`src/rtl/coinc_pkg.sv`:
```
package coinc_pkg;

    parameter int TS_W = 12;
    parameter int DT_W = 8;

    typedef logic [TS_W-1:0] ts_t;

    typedef enum logic [1:0] {
        MODE_AND   = 2'd0,
        MODE_OR    = 2'd1,
        MODE_NOT   = 2'd2,
        MODE_DRAIN = 2'd3
    } trig_mode_e;

    typedef struct packed {
        logic pop_m;
        logic pop_s;
        logic fire;
        ts_t  ts;
    } decision_t;

    function automatic ts_t ts_age(ts_t now, ts_t t);
        return now - t;
    endfunction

endpackage

```
`src/rtl/time_base.sv`:
```
module time_base #(
    parameter int W = 12
) (
    input  logic         clk,
    input  logic         rst,
    output logic [W-1:0] now
);
    always_ff @(posedge clk) begin
        if (rst) now <= '0;
        else     now <= now + 1'b1;
    end
endmodule

```
`src/rtl/hit_fifo.sv`:
```
module hit_fifo #(
    parameter int W     = 12,
    parameter int DEPTH = 8
) (
    input  logic         clk,
    input  logic         rst,
    input  logic         push,
    input  logic [W-1:0] din,
    input  logic         pop,
    output logic [W-1:0] head,
    output logic         head_vld,
    output logic         full
);
    localparam int AW = $clog2(DEPTH);

    logic [W-1:0] mem [DEPTH];
    logic [AW-1:0] wr_ptr, rd_ptr;
    logic [AW:0]   count;
    logic          do_push;

    assign full     = (count == (AW+1)'(DEPTH));
    assign head_vld = (count != '0);
    assign head     = mem[rd_ptr];
    assign do_push  = push && (!full || pop);

    always_ff @(posedge clk) begin
        if (do_push) mem[wr_ptr] <= din;
    end

    always_ff @(posedge clk) begin
        if (rst) begin
            wr_ptr <= '0;
            rd_ptr <= '0;
            count  <= '0;
        end else begin
            if (do_push) wr_ptr <= wr_ptr + 1'b1;
            if (pop)     rd_ptr <= rd_ptr + 1'b1;
            count <= count + (AW+1)'(do_push) - (AW+1)'(pop);
        end
    end

    // the controller never retires a hit from an empty queue
    p_pop_has_data_r9: assert property (@(posedge clk) disable iff (rst)
        pop |-> head_vld);

    // a push into a full queue without a pop leaves the occupancy unchanged
    p_full_drop_r9: assert property (@(posedge clk) disable iff (rst)
        (full && push && !pop) |=> (count == $past(count)));
endmodule

```
`src/rtl/coinc_ctrl.sv`:
```
module coinc_ctrl
    import coinc_pkg::*;
(
    input  ts_t        rt,
    input  ts_t        m_head,
    input  logic       m_vld,
    input  ts_t        s_head,
    input  logic       s_vld,
    input  ts_t        hold_off,
    input  ts_t        gate_len,
    input  trig_mode_e mode,
    output decision_t  dec
);
    ts_t                    m_age, s_age;
    logic [TS_W:0]          limit;
    logic signed [TS_W-1:0] d;
    logic                   m_ripe, s_ripe, m_expired, s_stale, m_hit;

    always_comb begin
        m_age     = ts_age(rt, m_head);
        s_age     = ts_age(rt, s_head);
        limit     = {1'b0, hold_off} + {1'b0, gate_len};
        d         = $signed(s_head - m_head);
        m_ripe    = m_vld && (m_age > hold_off);
        s_ripe    = s_vld && (s_age > hold_off);
        m_expired = m_vld && ({1'b0, m_age} > limit);
        s_stale   = s_ripe && (!m_vld || d <= 0);
        m_hit     = m_vld && s_vld && (d > 0) && (ts_t'(d) < gate_len);
    end

    always_comb begin
        dec = '0;
        if (mode == MODE_OR) begin
            if (m_ripe && (!s_ripe || d >= 0)) begin
                dec.pop_m = 1'b1;
                dec.fire  = 1'b1;
                dec.ts    = m_head;
            end else if (s_ripe) begin
                dec.pop_s = 1'b1;
                dec.fire  = 1'b1;
                dec.ts    = s_head;
            end
        end else begin
            dec.ts = m_head;
            if (s_stale) begin
                dec.pop_s = 1'b1;
            end else if (m_hit) begin
                if (m_ripe) begin
                    dec.pop_m = 1'b1;
                    dec.fire  = (mode == MODE_AND);
                end
            end else if (m_expired) begin
                dec.pop_m = 1'b1;
                dec.fire  = (mode == MODE_NOT);
            end
        end
    end
endmodule

```
`src/rtl/trig_gen.sv`:
```
module trig_gen
    import coinc_pkg::*;
(
    input  logic            clk,
    input  logic            rst,
    input  logic            fire,
    input  ts_t             fire_ts,
    input  logic [DT_W-1:0] dead_len,
    output logic            trig_pulse,
    output ts_t             trig_time
);
    logic [DT_W-1:0] dead_cnt;
    logic            accept;

    assign accept = fire && (dead_cnt == '0);

    always_ff @(posedge clk) begin
        if (rst) begin
            trig_pulse <= 1'b0;
            trig_time  <= '0;
            dead_cnt   <= '0;
        end else begin
            trig_pulse <= accept;
            if (accept) begin
                trig_time <= fire_ts;
                dead_cnt  <= dead_len;
            end else if (dead_cnt != '0) begin
                dead_cnt <= dead_cnt - 1'b1;
            end
        end
    end
endmodule

```
`src/rtl/coinc_trigger.sv`:
```
module coinc_trigger
    import coinc_pkg::*;
#(
    parameter int FIFO_DEPTH = 8
) (
    input  logic            clk,
    input  logic            rst,
    input  logic            mst_push,
    input  logic [TS_W-1:0] mst_ts,
    input  logic            slv_push,
    input  logic [TS_W-1:0] slv_ts,
    input  logic [TS_W-1:0] hold_off,
    input  logic [TS_W-1:0] gate_len,
    input  logic [1:0]      trig_mode,
    input  logic [DT_W-1:0] dead_len,
    output logic            mst_full,
    output logic            slv_full,
    output logic [TS_W-1:0] rt_now,
    output logic            trig_pulse,
    output logic [TS_W-1:0] trig_time
);
    localparam int NSTREAM = 2;

    logic [NSTREAM-1:0] push_v, pop_v, vld_v, full_v;
    ts_t                din_v  [NSTREAM];
    ts_t                head_v [NSTREAM];
    decision_t          dec;

    assign push_v    = {slv_push, mst_push};
    assign din_v[0]  = mst_ts;
    assign din_v[1]  = slv_ts;
    assign pop_v     = {dec.pop_s, dec.pop_m};
    assign mst_full  = full_v[0];
    assign slv_full  = full_v[1];

    time_base #(.W(TS_W)) u_time (
        .clk (clk),
        .rst (rst),
        .now (rt_now)
    );

    for (genvar g = 0; g < NSTREAM; g++) begin : g_stream
        hit_fifo #(.W(TS_W), .DEPTH(FIFO_DEPTH)) u_fifo (
            .clk      (clk),
            .rst      (rst),
            .push     (push_v[g]),
            .din      (din_v[g]),
            .pop      (pop_v[g]),
            .head     (head_v[g]),
            .head_vld (vld_v[g]),
            .full     (full_v[g])
        );
    end

    coinc_ctrl u_ctrl (
        .rt       (rt_now),
        .m_head   (head_v[0]),
        .m_vld    (vld_v[0]),
        .s_head   (head_v[1]),
        .s_vld    (vld_v[1]),
        .hold_off (hold_off),
        .gate_len (gate_len),
        .mode     (trig_mode_e'(trig_mode)),
        .dec      (dec)
    );

    trig_gen u_trig (
        .clk        (clk),
        .rst        (rst),
        .fire       (dec.fire),
        .fire_ts    (dec.ts),
        .dead_len   (dead_len),
        .trig_pulse (trig_pulse),
        .trig_time  (trig_time)
    );

    // checker state: clocks since the last trigger, saturating
    logic [DT_W-1:0] since_trig;
    always_ff @(posedge clk) begin
        if (rst)                   since_trig <= '1;
        else if (trig_pulse)       since_trig <= '0;
        else if (since_trig != '1) since_trig <= since_trig + 1'b1;
    end

    // the real-time counter advances by exactly one per clock, modulo 2^TS_W
    p_rt_step_r1: assert property (@(posedge clk) disable iff (rst)
        !$past(rst) |-> (rt_now == ts_t'($past(rt_now) + 1'b1)));

    // a trigger's timestamp was older than the hold-off when it was decided
    p_ripe_r2: assert property (@(posedge clk) disable iff (rst)
        trig_pulse |-> (ts_t'($past(rt_now) - trig_time) > $past(hold_off)));

    // drain mode never lets a trigger out
    p_drain_silent_r6: assert property (@(posedge clk) disable iff (rst)
        trig_pulse |-> ($past(trig_mode) != 2'd3));

    // two triggers are separated by more than the dead time
    p_dead_gap_r7: assert property (@(posedge clk) disable iff (rst)
        trig_pulse |-> (since_trig >= dead_len));
endmodule

```
`config.mk`:
```
export PLATFORM = sky130hd
export DESIGN_NAME = coinc_trigger
export DESIGN_NICKNAME = d
export VERILOG_FILES = /design/src/rtl/coinc_pkg.sv /design/src/rtl/time_base.sv /design/src/rtl/hit_fifo.sv /design/src/rtl/coinc_ctrl.sv /design/src/rtl/trig_gen.sv /design/src/rtl/coinc_trigger.sv
export SDC_FILE = /design/constraint.sdc
export NUM_CORES = 1
export LEC_CHECK = 0
export BUFFER_PORTS_ARGS = -buffer_cell sky130_fd_sc_hd__buf_2
export CORE_ASPECT_RATIO = 0.6
export CORE_MARGIN = 2
export CORE_UTILIZATION = 45
export DETAILED_ROUTE_END_ITERATION = 8
export MAX_ROUTING_LAYER = met4
export SYNTH_ARGS = -nofsm -noshare
export SYNTH_HDL_FRONTEND = slang
export SYNTH_SLANG_ARGS = --single-unit
```
`constraint.sdc`:
```
create_clock -name clk -period 19.3 [get_ports clk]
set_input_delay 0.965 -clock clk [delete_from_list [all_inputs] [get_ports clk]]
set_output_delay 0.965 -clock clk [all_outputs]
set_load 0.01 [all_outputs]
```
Word-level counts from Yosys, hierarchy flattened
Memory sizes are Yosys's and may differ from the RTL's. A register that Yosys moved wholly into a read port is not among the register bits.
Index checks and enable logic that the tools add are counted.
Widths: inputs -> output; s select.
{ "op_classes": {"n_addsub": 14, "n_lt_le_gt_ge": 7, "eq_ne": 4, "mux": 24, "reduce_logical": 25} }
{ "ops": {"columns": ["op", "count"], "rows": [
  ["$sub 12x12->12", 3],
  ["$gt 12x12->1", 2],
  ["$mux 8", 2],
  ["$mux 1", 15],
  ["$mux 15", 1],
  ["$mux 14", 1],
  ["$add 12x12->13", 1],
  ["$gt 12x13->1", 1],
  ["$mux 13", 1],
  ["$add 12x1->12 const B", 1],
  ["$add 3x1->3 const B", 4],
  ["$ge 12x1->1 const B", 1],
  ["$gt 12x1->1 const B", 1],
  ["$le 12x1->1 const B", 1],
  ["$lt 12x12->1", 1],
  ["$mux 3", 4],
  ["$logic_and 1x1->1", 11],
  ["$add 4x1->4", 2],
  ["$eq 4x4->1 const B", 2],
  ["$logic_not 8->1", 1],
  ["$reduce_bool 4->1", 2],
  ["$reduce_bool 8->1", 1],
  ["$sub 4x1->4", 2],
  ["$sub 8x1->8 const B", 1],
  ["6 further kinds", 12]
]} }
{ "totals": {"register_bits": 53, "ram_bits": 192, "in_bits": 62, "out_inout_bits": 27, "word_cells": 86, "memories": 2} }
{ "memory_table": {"columns": ["name", "words", "word_bits", "rd", "rd_ports_with_merged_regs", "write_ports", "line_no", "text"], "rows": [
  ["g_stream[0].u_fifo.mem", 8, 12, 1, 1, 1, "hit_fifo.sv:16", "logic [W-1:0] mem [DEPTH];"],
  ["g_stream[1].u_fifo.mem", 8, 12, 1, 1, 1, "hit_fifo.sv:16", null]
]} }

Depth between registers and ports, before layout
Gate-level depths: netlist of the first run.
{ "logic_depth": {"depth_word": 12, "depth_mapped": 35, "depth_no_buf": 32} }

Hierarchy
Synthesis of the first run repeated with hierarchy kept, for this count alone.
{ "hier_totals": {"hier_cells": 1071, "area_unflattened_um2": 13730.7} }
{ "by_module_without_submodules": {"columns": ["module", "n_inst", "cells_each", "area_per_inst_um2", "seq_area_each_um2"], "rows": [
  ["hit_fifo (g_stream[1].u_fifo)", 1, 217, 4370.4, 3143.0],
  ["hit_fifo (g_stream[0].u_fifo)", 1, 215, 4365.4, 3143.0],
  ["coinc_ctrl", 1, 474, 3470.8, 0.0],
  ["trig_gen", 1, 111, 1011.0, 420.4],
  ["time_base", 1, 54, 513.0, 240.2]
]} }

Least setup slack after synthesis of the first run
No wires, ideal clock.
{ "synth_timing": {"kind": "register to register", "start": "reg with a tool-made name", "end": "mem g_stream[0].u_fifo.mem[1][0] (enable)", "setup_ns": 0.417, "arrival_ns": 7.090, "required_time_ns": 18.883, "slack_ns": 11.793, "stages_incl_launch_ff": 25, "n_path_buf": 2, "period_less_slack_ns": 7.507, "cell_sequence": "dfxtp_1 -> clkbuf_1 -> buf_1 -> mux4_2 -> mux2i_1 -> ha_1 -> nor2b_1 -> o21ai_0 -> a21oi_1 -> o21a_1 -> o21a_1 -> o21a_1 -> o21ai_0 -> a21boi_0 -> a311oi_1 -> ha_1 -> and3_1 -> and3_1 -> a221oi_1 -> a221oi_1 -> and2_1 -> o21ai_1 -> o21ai_0 -> nor2_1 -> nor4b_1"} }
{ "synth_lines": {"columns": ["element", "line_no"], "rows": [
  ["end, declared", "hit_fifo.sv:16"]
]} }

==> results.txt, run 1 <==
----------------------------------------------------
[Run status]
  Result of the run ... completed

[Die]
  Die outline area ... 0.0314 mm^2
  Core Area ... approximately 0.030 mm^2
  Chip Height ... 138 um
  Die width ... 227 um
  Effective utilization at floorplan ... a little under half
  Standard-cell row count ... between 40 and 50
  I/O pin total ... approximately 90

[STA]
  Achievable clock frequency ... between 100 and 150 MHz
  Max-slew violation count ... 0
  Slew at the pin with the worst max-slew slack ... 1.25 ns
  Unrepaired setup endpoints after global routing ... false
  Worst max-slew margin expressed relative to the limit ... ~16%
  Post-layout minimum cycle time ... roughly 8 ns
  Final Hold Vio Count ... 0
  Total Neg Setup Slack ... 0 ns
  Worst clock skew ... ~0.010 ns
  Crit share post-route ... 40.4%
  Setup violation total in the final timing report ... 0

[Clock tree]
  Post_cts resized ... 0
  Count of buffers added by post-CTS timing repair for setup ... 0
  CTS Hold Buffers Added ... 0
  Bufs on Longest Clock Path ... 3
  Clock transition at the registers of the reported paths ... ~0.06 ns
  CTS tree ... built
  Source-to-sink clock delay at the later pin of the worst-skew pair ... around 0.53 ns
  Root Buffer ... sky130_fd_sc_hd__clkbuf_16
  Number of buffers added by the clock tree synthesis step ... 24
  Clock Sink Count ... roughly 250
  Number of levels in the clock H-tree ... 1

[Final layout]
  Fillcell total ... 2550
  Fraction of layout cells with a size suffix above 1 ... about a fifth
  Core occupancy in the finished layout ... 51.6%
  Post-synthesis to final-layout area growth ... 13.8%
  Finished Cell Area ... ~0.015 mm^2
  Final #Nets ... ~1300
  Non-Filler Instances ... ~1600

[Logic synthesis]
  Synth Net Count ... around 1200
  Distinct cell type count after synthesis ... between 70 and 80
  Most frequent cell after synthesis ... sky130_fd_sc_hd__edfxtp_1
  Fraction of the yosys area taken by sequential cells ... 51.5%
  Top cells by area, synth ... sky130_fd_sc_hd__edfxtp_1, sky130_fd_sc_hd__ha_1, sky130_fd_sc_hd__dfxtp_1
  Area fraction of the dominant cell type after synthesis ... 42.8%
  Library cell with the largest summed area after synthesis ... sky130_fd_sc_hd__edfxtp_1
  Post-synthesis average cell area ... between 10 and 15 um^2
  Synth Instances ... 1044
  Primary flip-flop cell chosen by synthesis mapping ... sky130_fd_sc_hd__edfxtp_1
  Top cell types by occurrence after synthesis ... sky130_fd_sc_hd__edfxtp_1, sky130_fd_sc_hd__ha_1, sky130_fd_sc_hd__inv_1, sky130_fd_sc_hd__nor2_1, sky130_fd_sc_hd__dfxtp_1
  Async set-reset flop share out of synthesis ... 0%
  Synthesized flop and latch total ... roughly 250
  Post-Synthesis Cell Area ... around 0.013 mm^2
  Post-synth EDFFs ... approximately 190
  Synth Warn # ... 0

[Worst setup path]
  Data required time at the worst endpoint ... approximately 19 ns
  Critical Path Start Type ... register
  Kind of capture point of the worst setup path ... register
  Worst setup path class ... register to register
  CP Max Fanout ... 24
  Data arrival time at the worst-slack endpoint ... between 7 and 8 ns

[Global route]
  Total global routing track utilization ... around 22%
  Vias in the first global route ... between 8000 and 9000
  Pin count of the biggest net entering global routing ... between 70 and 80
  Remaining global-route overflow ... 0
  Initial antenna violation count ... 1
  Global-route wire length before repair ... roughly 51000 um

[Power]
  Total power per unit cell area ... ~140 mW/mm^2
  Design Power ... around 0.0021 W
  Peak VDD IR ... ~0.07 mV
  Static leakage ... approximately 5.9 nW

[Place]
  Number of placed instances with taps included ... ~1500
  Post-DP HPWL ... 25400 um
  Weighted congestion at the end of routability-driven global placement ... 0.903
  # port buffers ... 88
  Total placed instance area ... between 0.01 and 0.015 mm^2

[Worst hold path]
  Worst min path class ... register to register

[Drt]
  Drc violations ... 0
  WL per Instance ... 21.4 um
  Number of vias in the routed layout ... between 8000 and 9000
  Vias per cell ... ~5.7
  DRC violation total after the first TritonRoute iteration ... between 800 and 900
  Remaining antenna violation count after routing ... 0
  Total detailed-routing wirelength ... 33500 um
  TritonRoute pass-1 iters ... 5

[Flow run]
  MaxCap Viol Count ... 0

----------------------------------------------------
## registers in the layout, summed over array words and instances, names as in the netlist, named ones only
signal                  count
g_stream.u_fifo.rd_ptr      6
u_time.now                 12
u_trig.trig_pulse           1
g_stream.u_fifo.wr_ptr      6
g_stream.u_fifo.mem       192
u_trig.dead_cnt             8
g_stream.u_fifo.count       8
u_trig.trig_time           12
## final timing paths
path / from / end / slack [ns] / cells past startpoint
min reg2reg: g_stream[1].u_fifo.wr_ptr[0] / g_stream[1].u_fifo.wr_ptr[0] / 0.51 / 2
max: register / g_stream[0].u_fifo.mem[6][7] / 11.50 / 23
max reg2reg: register / g_stream[0].u_fifo.mem[6][7] / 11.50 / 23
min: g_stream[1].u_fifo.wr_ptr[0] / g_stream[1].u_fifo.wr_ptr[0] / 0.51 / 2
## per-stage QoR
step	setup slack (ns)	hold slack [ns]
2_1_floorplan	11.79	0.472
3_3_place_gp	11.74	0.487
3_5_place_dp	11.52	0.490
4_1_cts	11.47	0.507
5_1_grt	10.70	0.535
6_report	11.50	0.509
## cell families after synthesis
family	synth area share [%]
flip-flops	51.5
buffers and inverters	3.07
AO/OA/AOI/OAI	12.2
adder cells (fa/ha/maj)	11.2
multiplexers	10.2
AND/OR/NAND/NOR	8.51
XOR/XNOR	3.37
## placed cells by master (no fill, tap or decap), types with 32 or more instances in the layout
master                       n
sky130_fd_sc_hd__nor2_1     71
sky130_fd_sc_hd__edfxtp_1  192
sky130_fd_sc_hd__a21oi_1    53
sky130_fd_sc_hd__o21ai_0    33
sky130_fd_sc_hd__nand2_1    37
sky130_fd_sc_hd__inv_1      71
sky130_fd_sc_hd__mux4_2     48
sky130_fd_sc_hd__dfxtp_1    59
sky130_fd_sc_hd__buf_2      88
sky130_fd_sc_hd__ha_1      111
sky130_fd_sc_hd__xnor2_1    32
## power by group
group	internal (W)	switching [W]
clock	0.000288	0.000201
sequential	0.000629	0.0000229
combinational	0.000388	0.000585
## critical path, stage by stage, from the launching register on
cell and delay [ns]:
sky130_fd_sc_hd__dfxtp_1 0.30, sky130_fd_sc_hd__buf_4 0.40, sky130_fd_sc_hd__mux4_2 0.55, sky130_fd_sc_hd__mux2_2 0.31, sky130_fd_sc_hd__inv_1 0.21, sky130_fd_sc_hd__ha_1 0.28
sky130_fd_sc_hd__a21o_1 0.15, sky130_fd_sc_hd__a21o_1 0.19, sky130_fd_sc_hd__a21oi_1 0.14, sky130_fd_sc_hd__o21ai_0 0.13, sky130_fd_sc_hd__a21o_1 0.21, sky130_fd_sc_hd__a21oi_1 0.23
sky130_fd_sc_hd__a2bb2oi_1 0.24, sky130_fd_sc_hd__a21oi_1 0.11, sky130_fd_sc_hd__xnor2_1 0.18, sky130_fd_sc_hd__ha_1 0.33, sky130_fd_sc_hd__nand3_1 0.12, sky130_fd_sc_hd__nor3_1 0.29
sky130_fd_sc_hd__a2111oi_0 0.15, sky130_fd_sc_hd__a311oi_1 0.96, sky130_fd_sc_hd__a21boi_1 0.49, sky130_fd_sc_hd__a2111o_1 0.26, sky130_fd_sc_hd__nand3_1 0.24, sky130_fd_sc_hd__nor2_1 0.92
## area by class of cell
| class | count | area [um^2] | share of cell area (%) |
|---|---|---|---|
| Sequential cell | 251 | 6950 | 45.3 |
| Inverter | 71 | 267 | 1.74 |
| Tap cell | 408 | 510 | 3.33 |
| Timing Repair Buffer | 109 | 598 | 3.90 |
| Multi-Input combinational cell | 685 | 6180 | 40.3 |
| Clock inverter | 15 | 158 | 1.03 |
| Clock buffer | 29 | 671 | 4.37 |
| Antenna cell | 1 | 2.50 | 0.0163 |
## layer usage
metal	vias to the layer above	part of all wire [%]	track usage, %	wire (um)
li1	4228	-	-	-
met1	4315	51	35.8	17000
met2	314	38	28.0	12900
met3	22	10	6.35	3360
met4	0	0.87	2.61	292
met5	-	0	-	0
Note: power is estimated with default switching activity, not from simulation.
==> run 2: changes to the inputs <==
clock period = 6.4 ns   (was 19.3 ns; I/O delays follow)
==> run 2 against run 1 <==
  * Cell count up 8.4%
  * Die area unchanged
  * Setup slack worse by 11 ns
  * Global-route usage up 1.3 points
  * Clock skew up 0.0026 ns
  * Sequential share of layout area down 3.9 points
  * Non-clock buffer count up 131
  * Via count up 6.4%
  * Critical path type unchanged
==> results.txt, run 2 (synthesis gave the netlist of run 1 again) <==
----------------------------------------------------
[Run status]
  Result of the run ... completed

[Power]
  Clock network fraction of design power ... 19.7% (-3.5 points)
  Switching share of power ... 37.8% (-0.52 points)
  Peak VDD IR ... 0.264 mV (+270%)
  Combinational share of power ... 52.5% (+6.5 points)
  Internal power contribution ... 0.00441 W (+240%)
  Total power per unit cell area ... 421 mW/mm^2 (+210%)
  Register share of total power ... 27.8% (-3.0 points)
  Net switching power ... 0.00267 W (+230%)
  Static leakage ... 6.60 nW (+13%)

[Place]
  # port buffers ... 88 (unchanged)
  Weighted congestion at the end of routability-driven global placement ... 0.968 (+7.2%)
  Post-DP HPWL ... 27100 um (+6.7%)
  Post-place setup slack ... -0.0727 ns (-11.59 ns)
  Number of placed instances with taps included ... 1647 (+8.1%)

[STA]
  Worst hold-check slack ... 0.0396 ns (-0.469 ns)
  Worst max-slew margin expressed relative to the limit ... 49.6% (+34 points)
  Worst clock skew ... 0.0127 ns (+0.00262 ns)
  Setup violation total in the final timing report ... 0 (unchanged)
  Final worst setup slack ... 0.213 ns (-11.29 ns)
  Crit share post-route ... 96.7% (+56 points)
  Max-slew violation count ... 0 (unchanged)
  Unrepaired setup endpoints after global routing ... true
  Achievable clock frequency ... 162 MHz (+26%)
  Final Hold Vio Count ... 0 (unchanged)
  Post-layout minimum cycle time ... 6.19 ns (-1.61 ns)
  Slew at the pin with the worst max-slew slack ... 0.757 ns (-0.495 ns)

[Final layout]
  Largest register by flop count ... g_stream.u_fifo.mem
  Registers with the most flip-flops ... g_stream.u_fifo.mem: 192 flops, u_time.now: 12 flops, u_trig.trig_time: 12 flops
  Final #Nets ... 1453 (+10%)
  Post-synthesis to final-layout area growth ... 24.7%
  Commonest non-fill, non-tap cell in the layout ... sky130_fd_sc_hd__edfxtp_1
  Non-Filler Instances ... 1701 (+8.4%)
  Number of flip-flops under the largest register name ... 192 (unchanged)
  Fraction of layout cells with a size suffix above 1 ... 31.7% (+11 points)
  Most frequent cells in the layout ... sky130_fd_sc_hd__edfxtp_1, sky130_fd_sc_hd__buf_4, sky130_fd_sc_hd__ha_1
  Fillcell total ... 2416 (-5.3%)

[Worst setup path]
  Delay of the slowest cell on the worst path ... 0.49 ns (-0.47 ns)
  Slack of the worst reg-to-reg path ... 0.21 ns (-11.29 ns)
  Worst reg2reg endpoint ... g_stream[0].u_fifo.count[1]
  Depth of the worst register-to-register path ... 30 (+30%)
  Data arrival time at the worst-slack endpoint ... 6.59 ns (-1.35 ns)
  Kind of capture point of the worst setup path ... register
  Worst setup path class ... register to register
  Standard cell with the maximum stage delay on the critical path ... sky130_fd_sc_hd__mux4_2
  Critical Path Start Type ... register
  Data required time at the worst endpoint ... 6.81 ns (-12.63 ns)
  CP Max Fanout ... 7 (-71%)

[Drt]
  DRC violation total after the first TritonRoute iteration ... 804 (-5.6%)
  Vias per cell ... 5.56 (-1.8%)
  Total detailed-routing wirelength ... 35600 um (+6.2%)
  Drc violations ... 0 (unchanged)
  TritonRoute pass-1 iters ... 5 (unchanged)
  Number of vias in the routed layout ... 9451 (+6.4%)
  Remaining antenna violation count after routing ... 0 (unchanged)
  WL per Instance ... 20.9 um (-2.1%)

[Die]
  I/O pin total ... 89 (unchanged)
  Standard-cell row count ... 49 (unchanged)
  Die width ... 227 um (unchanged)
  Chip Height ... 138 um (unchanged)
  Die outline area ... 0.0314 mm^2 (unchanged)
  Effective utilization at floorplan ... 45.3% (unchanged)
  Core Area ... 0.0297 mm^2 (unchanged)

[Global route]
  Remaining global-route overflow ... 0 (unchanged)
  Routing usage on met2 ... 30.1% (+2.1 points)
  Met3 Track Usage GR ... 4.87% (-1.5 points)
  Most used routing layer in global routing ... met1
  Vias in the first global route ... 9154 (+6.3%)
  Pin count of the biggest net entering global routing ... 71 (unchanged)
  Total global routing track utilization ... 23.5% (+1.3 points)
  Initial antenna violation count ... 1 (unchanged)
  Global-route wire length before repair ... 54000 um (+4.9%)
  Global-route track usage on met1 ... 38.5% (+2.7 points)

[Clock tree]
  Number of buffers added by the clock tree synthesis step ... 25 (+4.2%)
  Clock transition at the registers of the reported paths ... 0.06 ns (about the same)
  CTS Hold Buffers Added ... 0 (unchanged)
  Clock Sink Count ... 251 (unchanged)
  Number of levels in the clock H-tree ... 1 (unchanged)
  Source-to-sink clock delay at the later pin of the worst-skew pair ... 0.54 ns (about the same)
  Bufs on Longest Clock Path ... 3 (unchanged)
  CTS tree ... built
  Root Buffer ... sky130_fd_sc_hd__clkbuf_16

[Worst hold path]
  Worst min-delay path endpoint ... u_trig.dead_cnt[5]
  Worst min path class ... input pin to register
  Cell depth of the worst min-delay path ... 3 (+1)
  Start point of the worst hold path ... dead_len[5]

[Flow run]
  MaxCap Viol Count ... 0 (unchanged)

----------------------------------------------------
run 2: changes by cell type in the layout (fill, tap and decap cells not counted), sizes merged:
cell,before,now
buf,109,240
bufinv,3,1
clkbuf,29,30
clkinvlp,1,2
inv,73,74
run 2: timing repair:
item                       in CTS  in global routing
setup endpoints to repair       3                212
pin swaps                       3                 18
resized for setup               5                 51
buffers inserted                0                  8
run 2: worst max-delay path, delay by kind of cell, from the launching register on:
kind	cells	cell delay, ns
DFF	1	0.34
adders and majority gates	5	1.35
AOI/OAI and AO/OA	12	1.83
buffers and inverters	4	0.43
muxes	2	0.80
and+or+nand+nor	6	1.16
xor gates and xnor gates	1	0.14
run 2: how the worst max path moves through the flow:
stage / cells past startpoint / to / slack, ns / start
2_1_floorplan: 31 / g_stream[0].u_fifo.count[2] / 0.006 / register
3_3_place_gp: 29 / g_stream[0].u_fifo.count[1] / 0.08 / register
3_5_place_dp: 30 / g_stream[0].u_fifo.count[1] / -0.07 / register
4_1_cts: 32 / g_stream[0].u_fifo.count[1] / 0.006 / register
5_1_grt: 27 / g_stream[0].u_fifo.count[2] / -0.04 / register
6_report: 30 / g_stream[0].u_fifo.count[1] / 0.21 / register
run 2: area by class of cell:
class	count	area [um^2]	share of cell area [%]
Antenna cell	1	2.50	0.0149
Timing Repair Buffer	240	1870	11.1
Clock buffer	30	654	3.89
Tap cell	408	510	3.04
Clock inverter	15	111	0.663
Sequential cell	251	6950	41.3
Multi-Input combinational cell	685	6440	38.3
Inverter	71	267	1.59
run 2: power groups by stage:
stage | clock (W) | sequential [W] | combinational [W]
after CTS | 0.00142 | 0.00197 | 0.00351
after global placement | 0 | 0.00200 | 0.00344
after global routing | 0.00149 | 0.00198 | 0.00406
final | 0.00139 | 0.00197 | 0.00372
after detailed placement | 0 | 0.00200 | 0.00348
after floorplan | 0 | 0.00198 | 0.00212
run 2: layer usage:
| layer | vias to the layer above | share of wire [%] |
|---|---|---|
| met3 | 29 | 7.6 |
| met1 | 4646 | 52 |
| met5 | - | 0 |
| li1 | 4490 | - |
| met2 | 286 | 39 |
| met4 | 0 | 1.1 |
run 2: stage by stage:
stage / TNS [ns] / total power (W) / utilization, % / instance area [um^2]
final: 0 / 0.00708 / 56.5 / 16800
after global routing: -0.0590 / 0.00752 / 56.5 / 16800
after CTS: 0 / 0.00690 / 55.6 / 16500
after detailed placement: -0.167 / 0.00548 / 53.0 / 15800
after global placement: 0 / 0.00544 / 53.0 / 15800
after floorplan: 0 / 0.00410 / - / 13600
